==> src/rtl/wake_event_ctrl.sv <==
module wake_event_ctrl #(
  parameter int CLK_MHZ   = 250,
  parameter int GUARD_NS  = 200,
  parameter int NUM_LEDS  = 4,
  parameter int RING_BITS = 4
) (
  input  logic                 clk,
  input  logic                 rst_n,
  input  logic                 frame_hit,
  input  logic                 power_good,
  input  logic                 mode_en,
  input  logic                 pme_en,
  input  logic                 pme_ovr,
  input  logic                 irq_glb_en,
  input  logic                 irq_mp_en,
  input  logic [NUM_LEDS-1:0]  led_sel,
  input  logic [NUM_LEDS-1:0]  led_pol,
  input  logic                 clr_match,
  input  logic                 clr_irq,
  input  logic                 clr_pme,
  input  logic                 host_reinit,
  input  logic                 rx_adv,
  input  logic                 tx_adv,
  output logic                 match_flag,
  output logic                 irq_pend,
  output logic                 pme_stat,
  output logic                 pme_out,
  output logic                 irq_out,
  output logic [NUM_LEDS-1:0]  led_out,
  output logic                 discard,
  output logic                 suspend,
  output logic                 armed,
  output logic [RING_BITS-1:0] rx_pos,
  output logic [RING_BITS-1:0] tx_pos
);
  localparam int GUARD_CYC = (CLK_MHZ * GUARD_NS + 999) / 1000;
  localparam int GW        = $clog2(GUARD_CYC + 1);

  logic [GW-1:0] guard_cnt;
  logic          hit;

  assign armed   = mode_en && !power_good && (guard_cnt == '0);
  assign hit     = frame_hit && armed;
  assign discard = hit;
  assign pme_out = pme_stat && (pme_en || pme_ovr);
  assign irq_out = irq_pend && irq_glb_en && irq_mp_en;

  for (genvar i = 0; i < NUM_LEDS; i++) begin : g_led
    assign led_out[i] = (led_sel[i] && match_flag) ? led_pol[i] : !led_pol[i];
  end

  always_ff @(posedge clk or negedge rst_n) begin
    if (!rst_n)
      guard_cnt <= '0;
    else if (power_good)
      guard_cnt <= GW'(GUARD_CYC);
    else if (guard_cnt != '0)
      guard_cnt <= guard_cnt - 1'b1;
  end

  always_ff @(posedge clk or negedge rst_n) begin
    if (!rst_n) begin
      match_flag <= 1'b0;
      irq_pend   <= 1'b0;
      pme_stat   <= 1'b0;
      suspend    <= 1'b0;
    end else begin
      match_flag <= hit || (match_flag && !clr_match);
      irq_pend   <= hit || (irq_pend && !clr_irq);
      pme_stat   <= hit || (pme_stat && !clr_pme);
      suspend    <= hit || (suspend && mode_en && !power_good);
    end
  end

  always_ff @(posedge clk or negedge rst_n) begin
    if (!rst_n) begin
      rx_pos <= '0;
      tx_pos <= '0;
    end else if (host_reinit) begin
      rx_pos <= '0;
      tx_pos <= '0;
    end else if (!suspend) begin
      if (rx_adv) rx_pos <= rx_pos + 1'b1;
      if (tx_adv) tx_pos <= tx_pos + 1'b1;
    end
  end


  flags_set_chk: assert property (@(posedge clk) disable iff (!rst_n)
    frame_hit && armed |=> match_flag && irq_pend && pme_stat);

  hit_beats_clear_chk: assert property (@(posedge clk) disable iff (!rst_n)
    frame_hit && armed && clr_match |=> match_flag);

  idle_ignore_chk: assert property (@(posedge clk) disable iff (!rst_n)
    frame_hit && !armed && !match_flag |=> !match_flag);

  pme_override_chk: assert property (@(posedge clk) disable iff (!rst_n)
    pme_stat && pme_ovr |-> pme_out);

  suspend_hold_chk: assert property (@(posedge clk) disable iff (!rst_n)
    suspend && mode_en && !power_good |=> suspend);

  pos_freeze_chk: assert property (@(posedge clk) disable iff (!rst_n)
    suspend && !host_reinit |=> $stable(rx_pos) && $stable(tx_pos));

  guard_block_chk: assert property (@(posedge clk) disable iff (!rst_n)
    power_good |=> !armed);
endmodule

==> config.mk <==
export PLATFORM = sky130hd
export DESIGN_NAME = wake_event_ctrl
export DESIGN_NICKNAME = d
export VERILOG_FILES = /design/src/rtl/wake_event_ctrl.sv
export SDC_FILE = /design/constraint.sdc
export NUM_CORES = 1
export LEC_CHECK = 0
export ABC_CLOCK_PERIOD_IN_PS = 1700
export BUFFER_PORTS_ARGS = -buffer_cell sky130_fd_sc_hd__buf_2
export CORE_MARGIN = 5
export CORE_UTILIZATION = 45
export CTS_CLUSTER_DIAMETER = 60
export CTS_CLUSTER_SIZE = 20
export DETAILED_ROUTE_END_ITERATION = 8
export PLACE_DENSITY = 0.77
export SYNTH_ARGS = -nofsm -noshare
export SYNTH_HDL_FRONTEND = slang
export SYNTH_SLANG_ARGS = --single-unit
export TNS_END_PERCENT = 100
==> constraint.sdc <==
create_clock -name clk -period 1.7 [get_ports clk]
set_input_delay 0.51 -clock clk [delete_from_list [all_inputs] [get_ports clk]]
set_output_delay 0.51 -clock clk [all_outputs]
set_load 0.03 [all_outputs]
* Word level (Yosys, flattened, before mapping)
Cells that the tools add are included.
** Storage, ports and cells
- Output and inout port bits :: 20
- Input bits :: 23
- Word-level logic and storage cells :: 58
- Register bits after elaboration :: 18
** Cells by class
- Reductions and logical operators :: 35
- Add/subtract/negate cells :: 3
- Eq/ne operators :: 1
- Muxes and demuxes :: 12
** Operators with widths (number)
- $mux W4 :: 6
- $logic_and A1 B1 Y1 :: 15
- $mux W6 :: 2
- $add A4 B1 Y4 const B :: 2
- $logic_not A1 Y1 :: 8
- $logic_not A6 Y1 :: 1
- $reduce_bool A2 Y1 :: 3
- $reduce_bool A6 Y1 :: 1
- $sub A6 B1 Y6 const B :: 1
- $logic_or A1 B1 Y1 :: 5
- $mux W1 :: 4
- $reduce_and A2 Y1 :: 2
- $ne A2 B2 Y1 const B :: 1

* Depth between registers and ports, before layout
- Depth after elaboration :: 5
- Depth in mapped cells :: 5
- Depth with buffers taken out :: 5

* Least setup slack after synthesis
Ideal clock, no wire load.
- Path type :: reg2out
- From :: reg guard_cnt[0]
- To :: out discard
- Stages on the path, launching flop included :: 6
- Required time :: 1.190 ns
- Slack :: -0.103 ns
- Buffers on the path :: 0
- Arrival :: 1.293 ns
- Cell sequence :: dfrtp_1 > inv_1 > ha_1 > nor3b_2 > nand4_1 > inv_1
** On the way
- Word-level cells in the longest chain between the ends :: 3
** RTL lines
- start, declared :: RTL line 39 : logic [GW-1:0] guard_cnt;
- start signal, assigned :: RTL line 56 : guard_cnt <= GW'(GUARD_CYC);
- start signal, assigned :: RTL line 58 : guard_cnt <= guard_cnt - 1'b1;
- $logic_not A6 Y1 :: RTL line 42 : assign armed = mode_en && !power_good && (guard_cnt == '0);
- $logic_and A1 B1 Y1 :: RTL line 42
- $logic_and A1 B1 Y1 :: RTL line 43 : assign hit = frame_hit && armed;
- end, declared :: RTL line 30 : output logic discard,
No other way between the ends.

* Final worst setup path
Same ends and word-level chain as after synthesis.

==> impl_metrics.yaml <==
die:
  core_area_um2: 1982
  floorplan.initialDensity_pct: 47.98
  die_h_um: 55.97
  die-width_um: 55.97
  ioPinCount: 43
  die-area_um2: 3133
  rows: 16
timing:
  slew_headroom_pct: 72.92
  setup_viol: 2
  setup_slack_ps: -277.2
  rsz0062_at_grt: "yes"
  skew_ps: 0.7141
  worstMarginPinSlew_ps: 406.2
  hold_viol: 0
  finalCriticalPeriod_ps: 1977
  fin_crit_sh_pct: 116.3
  drv_slew: 0
  fmax_mhz: 505.8
yosys:
  netlist_instances: 98
  yosys-top-cells-area: "dfrtp_1 47%, xor2_1 7.4%, ha_1 5.3%"
  synth_flop_cell: "dfrtp_1"
  syn_avg_cell_area_um2: 9.703
  synth_fp_nets: 125
  syn_area_um2: 950.9
  synthArstFlopShare_pct: 100.0
  synth_warnings: 0
  ys_seq_area_share_pct: 47.37
  synth_edf_count: 0
  netlist-cell-type-count: 29
  netlist.area_leader.share_pct: 47.37
  ys_ff_latch: 18
  synth_top_cell_by_area: "dfrtp_1"
clocking:
  cts_tree: "yes"
  cts_max_path_buffers: 2
  path_clk_slew_ps: 90
  cts_hold_buf: 0
  clock-sinks: 18
  numCtsBuffers: 3
  clk_latency_ps: 280
  cts-root-buf: "clkbuf_4"
  cts.htree.levels: 1
detailed_routing:
  drcViolationCount: 0
  via_count: 895
  drt-total-wl_um: 2371
  post_drt_wl_per_cell_um: 13.17
  ant_nets: 0
  dr.pass1.iters: 4
  drt_iter0_drc: 19
  via_per_inst: 4.972
grt:
  grt_pass1_wl_um: 3960
  grt-ovfl-total: 0
  grt_start_max_net_pins: 19
  grt_util_all_layers_pct: 15.50
  grt_pass1_vias: 921
  antenna_found_initial: 0
power_and_ir_drop:
  p_per_area_nw_per_um2: 668.2
  p_leak_nw: 0.7151
  peakVddDrop_mv: 0.3984
  power_uw: 901.3
setup_path:
  cp-end-kind: "output pin"
  cp_max_fo: 3
  required_ps: 1190
  worstSetupPathType: "reg2out"
  crit_slowest_cell: "dfrtp_1"
  start_kind: "flop"
  crit_chain: "inv_2 > ha_4 > nor3b_4 > nand4_1 > inv_2 > buf_6"
  arrival_ps: 1470
  critical_path.max_stage_delay_ps: 400
  crit_top_cell: "inv_2"
placed_design:
  place_hpwl_um: 1827
  gp_congestion: 0.8370
  dpl_cell_area_um2: 1267
  dp_cells: 173
  place_ws_ps: -107.7
  port_buffers: 42
cells_and_area:
  drive_above_1_share_pct: 44.44
  stdcell_count: 180
  mostFrequentLayoutCell: "buf_2"
  layout_common_cells: "36 x buf_2, 17 x dfrtp_1, 16 x buf_4"
  final_util_pct: 68.06
  antenna_cells: 0
  syn2layout_area_growth_pct: 41.84
  design_area_um2: 1349
  final_nets: 182
run:
  drv_cap: 0
worst_hold_path:
  hp-class: "in2async"
run_status:
  violations: "setup timing"
  status: "complete, but fails checks"
[critical path, delay by kind of cell, from the launching register on]
kind	cells	cell delay, ps
flip-flops	1	400
AND/OR/NAND/NOR	2	360
buffers and inverters	3	280
adder cells (fa/ha/maj)	1	130
[metal layers]
metal | share of wire (%) | global-route usage [%]
met1 | 39 | 17.39
met3 | 5.5 | 3.248
met4 | 0.51 | 4.068
met2 | 55 | 29.22
met5 | 0 | 0
[through the flow]
step	TNS (ps)	hold WS (ps)
after floorplan	0	214.4
after global placement	-119.7	464.6
after detailed placement	-200.8	465.9
after CTS	-583.5	142.5
after global routing	-810.1	159.7
final	-546.8	143.3
[layout make-up]
| type | count | area, um^2 |
|---|---|---|
| fill | 154 | 633.1 |
| multi-input combinational | 71 | 491.7 |
| sequential | 18 | 451.7 |
| timing repair buffer | 54 | 322.8 |
| tap | 27 | 33.78 |
| inverter | 7 | 26.28 |
| clock buffer | 3 | 22.52 |
[path summary, 6_finish.rpt]
| check | slack (ps) | depth (start not counted) | endpoint | from |
|---|---|---|---|---|
| setup / recovery | -280 | 6 | discard | guard_cnt[0]$_DFFE_PN0P_ |
| hold / removal | 140 | 1 | rx_pos[3]$_DFFE_PN0P_ | rst_n |
| setup reg to reg | 90 | 6 | guard_cnt[3]$_DFFE_PN0P_ | guard_cnt[0]$_DFFE_PN0P_ |
| hold reg to reg | 560 | 2 | rx_pos[3]$_DFFE_PN0P_ | rx_pos[3]$_DFFE_PN0P_ |
| max in group asynchronous | 1250 | 1 | match_flag$_DFF_PN0_ | rst_n |
| min in group clk | 390 | 2 | irq_pend$_DFF_PN0_ | clr_irq |
[cell families (layout without fill, tap and decap cells)]
| kind of cell | after synthesis | after routing | share of synthesized area [%] |
|---|---|---|---|
| and+or+nand+nor | 39 | 39 | 21.97 |
| DFF | 18 | 18 | 47.37 |
| AOI/OAI and AO/OA | 17 | 17 | 11.18 |
| buffers and inverters | 9 | 64 | 3.552 |
| xor gates and xnor gates | 8 | 8 | 7.369 |
| adders and majority gates | 4 | 4 | 5.263 |
| muxes | 3 | 3 | 3.289 |
[synth_stat cells, drive strengths merged, types with 2 or more instances]
| library cell | number |
|---|---|
| inv | 7 |
| a311o | 2 |
| xor2 | 8 |
| nand2b | 4 |
| and3 | 2 |
| nand3 | 2 |
| a21oi | 6 |
| mux2i | 2 |
| nand3b | 2 |
| or3 | 4 |
| dfrtp | 18 |
| nor2 | 13 |
| a21boi | 2 |
| nor2b | 2 |
| ha | 4 |
| nand2 | 5 |
| o21ai | 5 |
[registers in the layout, indices dropped and copies added, names as in the netlist]
signal and flops:
guard_cnt 6, irq_pend 1, match_flag 1, pme_stat 1, rx_pos 4, suspend 1
tx_pos 4
[where the power goes]
| part | leakage, nW | switching (mW) | internal (mW) |
|---|---|---|---|
| Clock | 0.0138 | 0.120 | 0.0821 |
| Sequential | 0.231 | 0.0236 | 0.451 |
| Combinational | 0.470 | 0.120 | 0.105 |
| Total | 0.715 | 0.263 | 0.638 |
[what timing repair did]
item / CTS / global route
pin swaps: 2 / 6
endpoints found under the hold margin: 0 / 0
buffers inserted: 3 / 1
gates resized for setup: 7 / 7
setup endpoints to repair: 4 / 7
(Power assumes the default switching activity.)
